<file path="src/rtl/gpio_pad_pkg.sv">
package gpio_pad_pkg;

    localparam int PINS_PER_BANK = 8;
    localparam int FUNC_W        = 4;
    localparam int PULL_W        = 2;
    localparam int DRV_W         = 2;
    localparam int SLEW_LSB      = 16;
    localparam int WORD_W        = 32;

    typedef enum logic [1:0] {
        REG_FUNC  = 2'd0,
        REG_DATA  = 2'd1,
        REG_PULL  = 2'd2,
        REG_DRIVE = 2'd3
    } gpio_reg_e;

    localparam logic [FUNC_W-1:0] FUNC_INPUT  = 4'h0;
    localparam logic [FUNC_W-1:0] FUNC_OUTPUT = 4'h1;

    localparam logic [PULL_W-1:0] PULL_OFF  = 2'b00;
    localparam logic [PULL_W-1:0] PULL_DOWN = 2'b01;
    localparam logic [PULL_W-1:0] PULL_UP   = 2'b11;

    // Keep only the two legal pull codes; anything else disables the pull.
    function automatic logic [PULL_W-1:0] pull_filter(input logic [PULL_W-1:0] req);
        if (req == PULL_DOWN || req == PULL_UP) begin
            return req;
        end
        return PULL_OFF;
    endfunction

endpackage

</file>
<file path="src/rtl/gpio_pin_locator.sv">
module gpio_pin_locator #(
    parameter int NUM_PARTS               = 2,
    parameter int PART_END [NUM_PARTS]    = '{16, 40},
    parameter int NUM_BANKS               = 5,
    parameter int LOC_W                   = 6,
    parameter int BANK_W                  = 3
) (
    input  logic [LOC_W-1:0]  pin_i,
    output logic [BANK_W-1:0] bank_o,
    output logic [2:0]        bit_o,
    output logic              valid_o
);

    always_comb begin
        int   start_pin;
        int   base_bank;
        logic found;
        start_pin = 0;
        base_bank = 0;
        found     = 1'b0;
        bank_o    = '0;
        bit_o     = '0;
        valid_o   = 1'b0;
        for (int p = 0; p < NUM_PARTS; p++) begin
            if (!found && int'(pin_i) < PART_END[p]) begin
                found   = 1'b1;
                valid_o = 1'b1;
                bank_o  = BANK_W'(base_bank + (int'(pin_i) - start_pin) / 8);
                bit_o   = pin_i[2:0];
            end
            base_bank = base_bank + (PART_END[p] - start_pin + 7) / 8;
            start_pin = PART_END[p];
        end
    end

    // a located pin always lands on an existing bank
    always_comb begin
        if (valid_o) begin
            a_r8_bank_in_range: assert (int'(bank_o) < NUM_BANKS)
                else $error("locator bank out of range");
        end
    end

endmodule

</file>
<file path="src/rtl/gpio_bank.sv">
module gpio_bank
    import gpio_pad_pkg::*;
(
    input  logic                      clk,
    input  logic                      rst_n,
    input  logic                      wr_en,
    input  gpio_reg_e                 wr_sel,
    input  logic [WORD_W-1:0]         wr_data,
    input  gpio_reg_e                 rd_sel,
    output logic [WORD_W-1:0]         rd_data,
    input  logic [PINS_PER_BANK-1:0]  pad_in,
    output logic [PINS_PER_BANK-1:0]  pad_oe,
    output logic [PINS_PER_BANK-1:0]  pad_out,
    output logic [PINS_PER_BANK-1:0]  pad_pull_en,
    output logic [PINS_PER_BANK-1:0]  pad_pull_up,
    output logic [2*PINS_PER_BANK-1:0] pad_drive,
    output logic [PINS_PER_BANK-1:0]  pad_slew
);

    localparam int FUNC_BITS = FUNC_W * PINS_PER_BANK;
    localparam int PULL_BITS = PULL_W * PINS_PER_BANK;
    localparam int DRV_BITS  = DRV_W * PINS_PER_BANK;

    logic [FUNC_BITS-1:0]     func_q;
    logic [PINS_PER_BANK-1:0] data_q;
    logic [PULL_BITS-1:0]     pull_q;
    logic [DRV_BITS-1:0]      drv_q;
    logic [PINS_PER_BANK-1:0] slew_q;
    logic [PULL_BITS-1:0]     pull_d;
    logic [PINS_PER_BANK-1:0] data_view;

    always_comb begin
        for (int i = 0; i < PINS_PER_BANK; i++) begin
            pull_d[PULL_W*i +: PULL_W] = pull_filter(wr_data[PULL_W*i +: PULL_W]);
        end
    end

    always_ff @(posedge clk or negedge rst_n) begin
        if (!rst_n) begin
            func_q <= '0;
            data_q <= '0;
            pull_q <= '0;
            drv_q  <= '0;
            slew_q <= '0;
        end else if (wr_en) begin
            unique case (wr_sel)
                REG_FUNC:  func_q <= wr_data[FUNC_BITS-1:0];
                REG_DATA:  data_q <= wr_data[PINS_PER_BANK-1:0];
                REG_PULL:  pull_q <= pull_d;
                REG_DRIVE: begin
                    drv_q  <= wr_data[DRV_BITS-1:0];
                    slew_q <= wr_data[SLEW_LSB +: PINS_PER_BANK];
                end
            endcase
        end
    end

    generate
        for (genvar i = 0; i < PINS_PER_BANK; i++) begin : g_pin
            logic is_out;
            assign is_out         = (func_q[FUNC_W*i +: FUNC_W] == FUNC_OUTPUT);
            assign pad_oe[i]      = is_out;
            assign pad_out[i]     = data_q[i];
            assign pad_pull_en[i] = (pull_q[PULL_W*i +: PULL_W] != PULL_OFF);
            assign pad_pull_up[i] = (pull_q[PULL_W*i +: PULL_W] == PULL_UP);
            assign pad_slew[i]    = slew_q[i];
            assign data_view[i]   = is_out ? data_q[i] : pad_in[i];

            // writing the output code enables the pad driver next cycle
            a_r2_oe_on_output_code: assert property (@(posedge clk) disable iff (!rst_n)
                (wr_en && wr_sel == REG_FUNC && wr_data[FUNC_W*i +: FUNC_W] == FUNC_OUTPUT)
                |=> pad_oe[i]);
            // any other code leaves the pad undriven
            a_r2_oe_off_other_code: assert property (@(posedge clk) disable iff (!rst_n)
                (wr_en && wr_sel == REG_FUNC && wr_data[FUNC_W*i +: FUNC_W] != FUNC_OUTPUT)
                |=> !pad_oe[i]);
            // the reserved pull code disables the pull
            a_r4_reserved_pull_off: assert property (@(posedge clk) disable iff (!rst_n)
                (wr_en && wr_sel == REG_PULL && wr_data[PULL_W*i +: PULL_W] == 2'b10)
                |=> !pad_pull_en[i]);
        end
    endgenerate

    assign pad_drive = drv_q;

    always_comb begin
        unique case (rd_sel)
            REG_FUNC:  rd_data = func_q;
            REG_DATA:  rd_data = {{(WORD_W-PINS_PER_BANK){1'b0}}, data_view};
            REG_PULL:  rd_data = {{(WORD_W-PULL_BITS){1'b0}}, pull_q};
            REG_DRIVE: rd_data = {{(WORD_W-SLEW_LSB-PINS_PER_BANK){1'b0}}, slew_q,
                                  {(SLEW_LSB-DRV_BITS){1'b0}}, drv_q};
        endcase
    end

    // the output level only moves on a data-register write
    a_r3_out_holds: assert property (@(posedge clk) disable iff (!rst_n)
        !(wr_en && wr_sel == REG_DATA) |=> $stable(pad_out));
    // drive and slew only move on a drive-register write
    a_r5_drive_holds: assert property (@(posedge clk) disable iff (!rst_n)
        !(wr_en && wr_sel == REG_DRIVE) |=> ($stable(pad_drive) && $stable(pad_slew)));

endmodule

</file>
<file path="src/rtl/gpio_pad_ctrl.sv">
module gpio_pad_ctrl
    import gpio_pad_pkg::*;
#(
    parameter int NUM_BANKS            = 5,
    parameter int NUM_PARTS            = 2,
    parameter int PART_END [NUM_PARTS] = '{16, 40},
    parameter int LOC_W                = 6,
    localparam int NPINS               = NUM_BANKS * PINS_PER_BANK,
    localparam int BANK_W              = (NUM_BANKS > 1) ? $clog2(NUM_BANKS) : 1,
    localparam int ADDR_W              = BANK_W + 2
) (
    input  logic                 clk,
    input  logic                 rst_n,
    input  logic [ADDR_W-1:0]    bus_addr,
    input  logic                 bus_we,
    input  logic [WORD_W-1:0]    bus_wdata,
    output logic [WORD_W-1:0]    bus_rdata,
    input  logic [NPINS-1:0]     pad_in,
    output logic [NPINS-1:0]     pad_oe,
    output logic [NPINS-1:0]     pad_out,
    output logic [NPINS-1:0]     pad_pull_en,
    output logic [NPINS-1:0]     pad_pull_up,
    output logic [2*NPINS-1:0]   pad_drive,
    output logic [NPINS-1:0]     pad_slew,
    input  logic [LOC_W-1:0]     loc_pin,
    output logic [BANK_W-1:0]    loc_bank,
    output logic [2:0]           loc_bit,
    output logic                 loc_valid
);

    localparam int PB = PINS_PER_BANK;

    logic [BANK_W-1:0] bank_idx;
    gpio_reg_e         reg_sel;
    logic              bank_hit;
    logic [WORD_W-1:0] bank_rd [NUM_BANKS];
    logic [WORD_W-1:0] rd_mux;

    assign bank_idx = bus_addr[ADDR_W-1:2];
    assign reg_sel  = gpio_reg_e'(bus_addr[1:0]);
    assign bank_hit = (int'(bank_idx) < NUM_BANKS);

    generate
        for (genvar b = 0; b < NUM_BANKS; b++) begin : g_bank
            gpio_bank u_bank (
                .clk         (clk),
                .rst_n       (rst_n),
                .wr_en       (bus_we && (int'(bank_idx) == b)),
                .wr_sel      (reg_sel),
                .wr_data     (bus_wdata),
                .rd_sel      (reg_sel),
                .rd_data     (bank_rd[b]),
                .pad_in      (pad_in[PB*b +: PB]),
                .pad_oe      (pad_oe[PB*b +: PB]),
                .pad_out     (pad_out[PB*b +: PB]),
                .pad_pull_en (pad_pull_en[PB*b +: PB]),
                .pad_pull_up (pad_pull_up[PB*b +: PB]),
                .pad_drive   (pad_drive[2*PB*b +: 2*PB]),
                .pad_slew    (pad_slew[PB*b +: PB])
            );
        end
    endgenerate

    always_comb begin
        rd_mux = '0;
        for (int b = 0; b < NUM_BANKS; b++) begin
            if (int'(bank_idx) == b) begin
                rd_mux = bank_rd[b];
            end
        end
    end

    always_ff @(posedge clk or negedge rst_n) begin
        if (!rst_n) begin
            bus_rdata <= '0;
        end else begin
            bus_rdata <= bank_hit ? rd_mux : '0;
        end
    end

    gpio_pin_locator #(
        .NUM_PARTS (NUM_PARTS),
        .PART_END  (PART_END),
        .NUM_BANKS (NUM_BANKS),
        .LOC_W     (LOC_W),
        .BANK_W    (BANK_W)
    ) u_locator (
        .pin_i   (loc_pin),
        .bank_o  (loc_bank),
        .bit_o   (loc_bit),
        .valid_o (loc_valid)
    );

    // an unmapped address reads as zero on the next cycle
    a_r7_unmapped_reads_zero: assert property (@(posedge clk) disable iff (!rst_n)
        !bank_hit |=> (bus_rdata == '0));
    // a write to an unmapped address leaves every pad output alone
    a_r7_unmapped_write_ignored: assert property (@(posedge clk) disable iff (!rst_n)
        (bus_we && !bank_hit) |=> ($stable(pad_oe) && $stable(pad_out) &&
            $stable(pad_pull_en) && $stable(pad_pull_up) &&
            $stable(pad_drive) && $stable(pad_slew)));

endmodule

</file>
<file path="config.mk">
export PLATFORM = sky130hd
export DESIGN_NAME = gpio_pad_ctrl
export DESIGN_NICKNAME = d
export VERILOG_FILES = /design/src/rtl/gpio_pad_pkg.sv /design/src/rtl/gpio_pin_locator.sv /design/src/rtl/gpio_bank.sv /design/src/rtl/gpio_pad_ctrl.sv
export SDC_FILE = /design/constraint.sdc
export NUM_CORES = 1
export LEC_CHECK = 0
export BUFFER_PORTS_ARGS = -buffer_cell sky130_fd_sc_hd__clkbuf_2
export CAP_MARGIN = 10
export CORE_MARGIN = 2
export CORE_UTILIZATION = 45
export CTS_BUF_LIST = sky130_fd_sc_hd__clkbuf_8
export DETAILED_ROUTE_END_ITERATION = 16
export HOLD_SLACK_MARGIN = 0.06
export PLACE_DENSITY = 0.79
export SLEW_MARGIN = 20
export SYNTH_ARGS = -nofsm -noshare
export SYNTH_HDL_FRONTEND = slang
export SYNTH_HIERARCHICAL = 1
export SYNTH_SLANG_ARGS = --single-unit
</file>
<file path="constraint.sdc">
create_clock -name clk -period 2.7 [get_ports clk]
set_clock_uncertainty 0.1 [all_clocks]
set_input_delay 0.54 -clock clk [delete_from_list [all_inputs] [get_ports clk]]
set_output_delay 0.54 -clock clk [all_outputs]
set_load 0.01 [all_outputs]
</file>
==> impl_metrics.yaml <==
sta:
  setup_violations: 0
  worstMarginPinSlew_ns: 1.05
  hold_violations: 0
  post-route-period-util_pct: 97.3
  slew_violations: 0
  max_clock_freq_ghz: 0.381
  fin_setup_tns_ns: 0
  slew_headroom_pct: 29.5
  period_needed_ns: 2.63
  rsz0062_at_grt: "false"
outcome:
  status: "complete, no violations"
place:
  dp_cells: 2737
  dp_hpwl_um: 52900
  gp_congestion: 0.947
  port_buffers: 404
clocking:
  clockBufferDepth: 3
  cts.clk_slew.worst_paths_ns: 0.06
  numClockSinks: 432
  cts_setup_buffers: 0
  clk_latency_ns: 0.65
  cts_resized: 0
  cts_buffers: 74
  cts_tree: "done"
  cts_root_buf: "clkbuf_8"
  cts_max_level: 3
  cts_hold_buf: 1
setup_path:
  start_kind: "flip-flop"
  end_kind: "primary output"
  crit_path_max_incr_delay_ns: 0.70
  arrival_ns: 1.99
  crit_start: "g_bank[3].u_bank/func_q[25]$_DFFE_PN0P_"
  worst_r2r_startpoint: "g_bank[0].u_bank/func_q[13]$_DFFE_PN0P_"
  ff2ff_setup_slack_ns: 0.16
  critPathKind: "flip-flop to primary output"
  worstReg2RegEnd: "bus_rdata[3]$_DFF_PN0_"
  critPathCapture: "pad_oe[30]"
  r2r_cells: 7
  cp_max_fo: 3
  required_ns: 2.06
  crit_chain: "nor4b_2 -> clkbuf_2"
  crit_path_top_delay_cell: "nor4b_2"
layout:
  seq_area_mm2: 0.0108
  fillers: 4072
  multi_input_area_mm2: 0.0101
  finalNonFillerCells: 2870
  drive_above_1_share_pct: 48.7
  nNetsFinal: 2290
  area.growth.synth_to_final_pct: 19.0
global_routing:
  antenna_found_initial: 3
  track_usage_pct: 28.0
  grt_overflow: 0
  grt_max_degree: 68
  grt_pass1_vias: 16700
  grt_pass1_wl_um: 105000
yosys:
  synthTopCellsByCount: "dfrtp_1 (432), mux2_2 (404), nand2_1 (167), mux2i_1 (97), o21ai_0 (91)"
  yosysSeqAreaShare_pct: 49.5
  ys_warn_count: 6
  synth.avg_cell_area_um2: 12.3
  yosys-mux-area-fraction_pct: 26.0
  synth-seq-cells: 432
  synthCells: 1772
  syn_area_mm2: 0.0218
  yosys.area.top_type: "dfrtp_1"
  synth_edf_count: 0
  yosys.area_share.simple_pct: 12.0
  synth_compound_area_share_pct: 8.00
  synth_fa_ha_area_share_pct: 0.287
  async_flop_share_pct: 100
  synth_top_area_share_pct: 49.5
  synth-xor-area-share_pct: 0.0401
  synth_ff_type: "dfrtp_1"
  synth_top_family_by_area: "multiplexers"
  synth_most_common_cell: "dfrtp_1"
  synthTopCellsByArea: "dfrtp_1 (50%), mux2_2 (21%), mux2i_1 (4.4%)"
  synth_cell_types: 46
  syn-num-nets: 1863
flow_run:
  drv_cap: 0
routing:
  drt-total-wl_um: 71700
  drc: 0
  drt_pass1_iterations: 7
  ant_nets: 0
  dr_total_vias: 16700
  drtIter0Drc: 1474
  routed_via_density: 5.81
  wl_per_cell_um: 25.0
power:
  swShare_pct: 32.2
  p_clk_share_pct: 30.3
  power_frac_seq_pct: 46.2
  switching_power_mw: 6.14
  p_leak_nw: 12.7
  total_power_mw: 19.1
  power_frac_comb_pct: 23.4
  ir_drop_uv: 545
  power.internal_mw: 12.9
  pwr_density_cell_mw_per_mm2: 734
die:
  rows: 80
  ios: 405
  initial_utilization_pct: 45.6
  die_x_um: 224
  dieArea_mm2: 0.0503
  core_area_mm2: 0.0478
  dieHeight_um: 224
min_path:
  min_path_type: "primary input to flip-flop"
==> cells in the final DEF (no fill, tap or decap), drive strengths merged <==
cell / instances
or2: 41
nor3b: 8
inv: 31
nor2b: 24
buf: 88
clkinv: 7
nand2: 167
o31a: 1
nor3: 6
a22oi: 1
o2bb2ai: 11
clkbuf: 489
a21oi: 36
nand2b: 1
diode: 2
dfrtp: 432
and2b: 9
nor4b: 40
bufinv: 1
mux2: 417
o22ai: 35
a211oi: 1
clkinvlp: 5
a2bb2oi: 5
mux2i: 97
a222oi: 20
and3: 1
o21a: 14
nand3: 10
dlygate4sd3: 1
xor2: 1
nand3b: 15
o21ai: 91
nor2: 7
a22o: 43
a31oi: 5
and3b: 1
ha: 5
and2: 86
==> worst min path at each step <==
stage / start / end / slack (ns) / cells after the start
after global routing: bus_wdata[25] / g_bank[4].u_bank/func_q[25]$_DFFE_PN0P_ / 0.12 / 2
after floorplan: rst_n / bus_rdata[0]$_DFF_PN0_ / 0.14 / 0
after CTS: bus_wdata[26] / g_bank[4].u_bank/func_q[26]$_DFFE_PN0P_ / 0.09 / 2
after detailed placement: g_bank[1].u_bank/func_q[4]$_DFFE_PN0P_ / g_bank[1].u_bank/func_q[4]$_DFFE_PN0P_ / 0.39 / 1
after global placement: g_bank[2].u_bank/func_q[4]$_DFFE_PN0P_ / g_bank[2].u_bank/func_q[4]$_DFFE_PN0P_ / 0.39 / 1
final: bus_wdata[25] / g_bank[4].u_bank/func_q[25]$_DFFE_PN0P_ / 0.16 / 2
==> cell type report <==
| cell class | instances | area share [%] |
|---|---|---|
| Sequential cell | 432 | 41.6 |
| Timing Repair Buffer | 489 | 10.9 |
| Clock buffer | 89 | 4.72 |
| Antenna cell | 2 | 0.0193 |
| Tap cell | 615 | 2.96 |
| Clock inverter | 41 | 0.828 |
| Multi-Input combinational cell | 1199 | 38.9 |
| Inverter | 3 | 0.0433 |
==> power groups by stage <==
stage	Sequential [mW]	Combinational, mW	Clock [mW]
4_1_cts	8.78	4.49	5.90
3_5_place_dp	8.89	4.47	0
2_1_floorplan	8.72	2.44	0
6_report	8.82	4.47	5.78
5_1_grt	8.95	4.77	6.19
3_3_place_gp	8.82	4.37	0
==> through the flow <==
step	hold WS [ns]	cell area (um2)	utilization, %	worst slack [ns]
after floorplan	0.144	21800	-	0.178
after global placement	0.386	24500	51.2	-0.00524
after detailed placement	0.394	24500	51.2	0.0156
after CTS	0.0948	26000	54.3	0.0830
after global routing	0.121	26000	54.3	0.00218
final	0.159	26000	54.3	0.0725
==> flip-flops by register name (all words and copies together) (netlist names) <==
| register | flops |
|---|---|
| g_bank.u_bank/pad_out | 40 |
| g_bank.u_bank/func_q | 160 |
| bus_rdata | 32 |
| g_bank.u_bank/pad_slew | 40 |
| g_bank.u_bank/pull_q | 80 |
| g_bank.u_bank/pad_drive | 80 |
==> worst max-delay path: cells and delay by family, from the launching register on <==
family,cells,cell delay [ns]
buffers and inverters,1,0.26
AND/OR/NAND/NOR,1,0.70
flip-flops,1,0.40
==> layer usage <==
metal  vias up  wire (um)  part of all wire, %  GRT usage (%)
met2       746      34500                   48           45.6
met5         -         10                0.014              0
met4         2       3090                  4.3           11.9
met1      8502      28600                   40           35.8
met3       153       5450                  7.6           6.66
li1       7260          -                    -              -
==> cells by family after synthesis <==
| family | Yosys count |
|---|---|
| adders and majority gates | 5 |
| DFF | 432 |
| and+or+nand+nor | 416 |
| AOI/OAI and AO/OA | 263 |
| xor gates and xnor gates | 1 |
| buffers and inverters | 141 |
| muxes | 514 |
(Power assumes the default switching activity.)
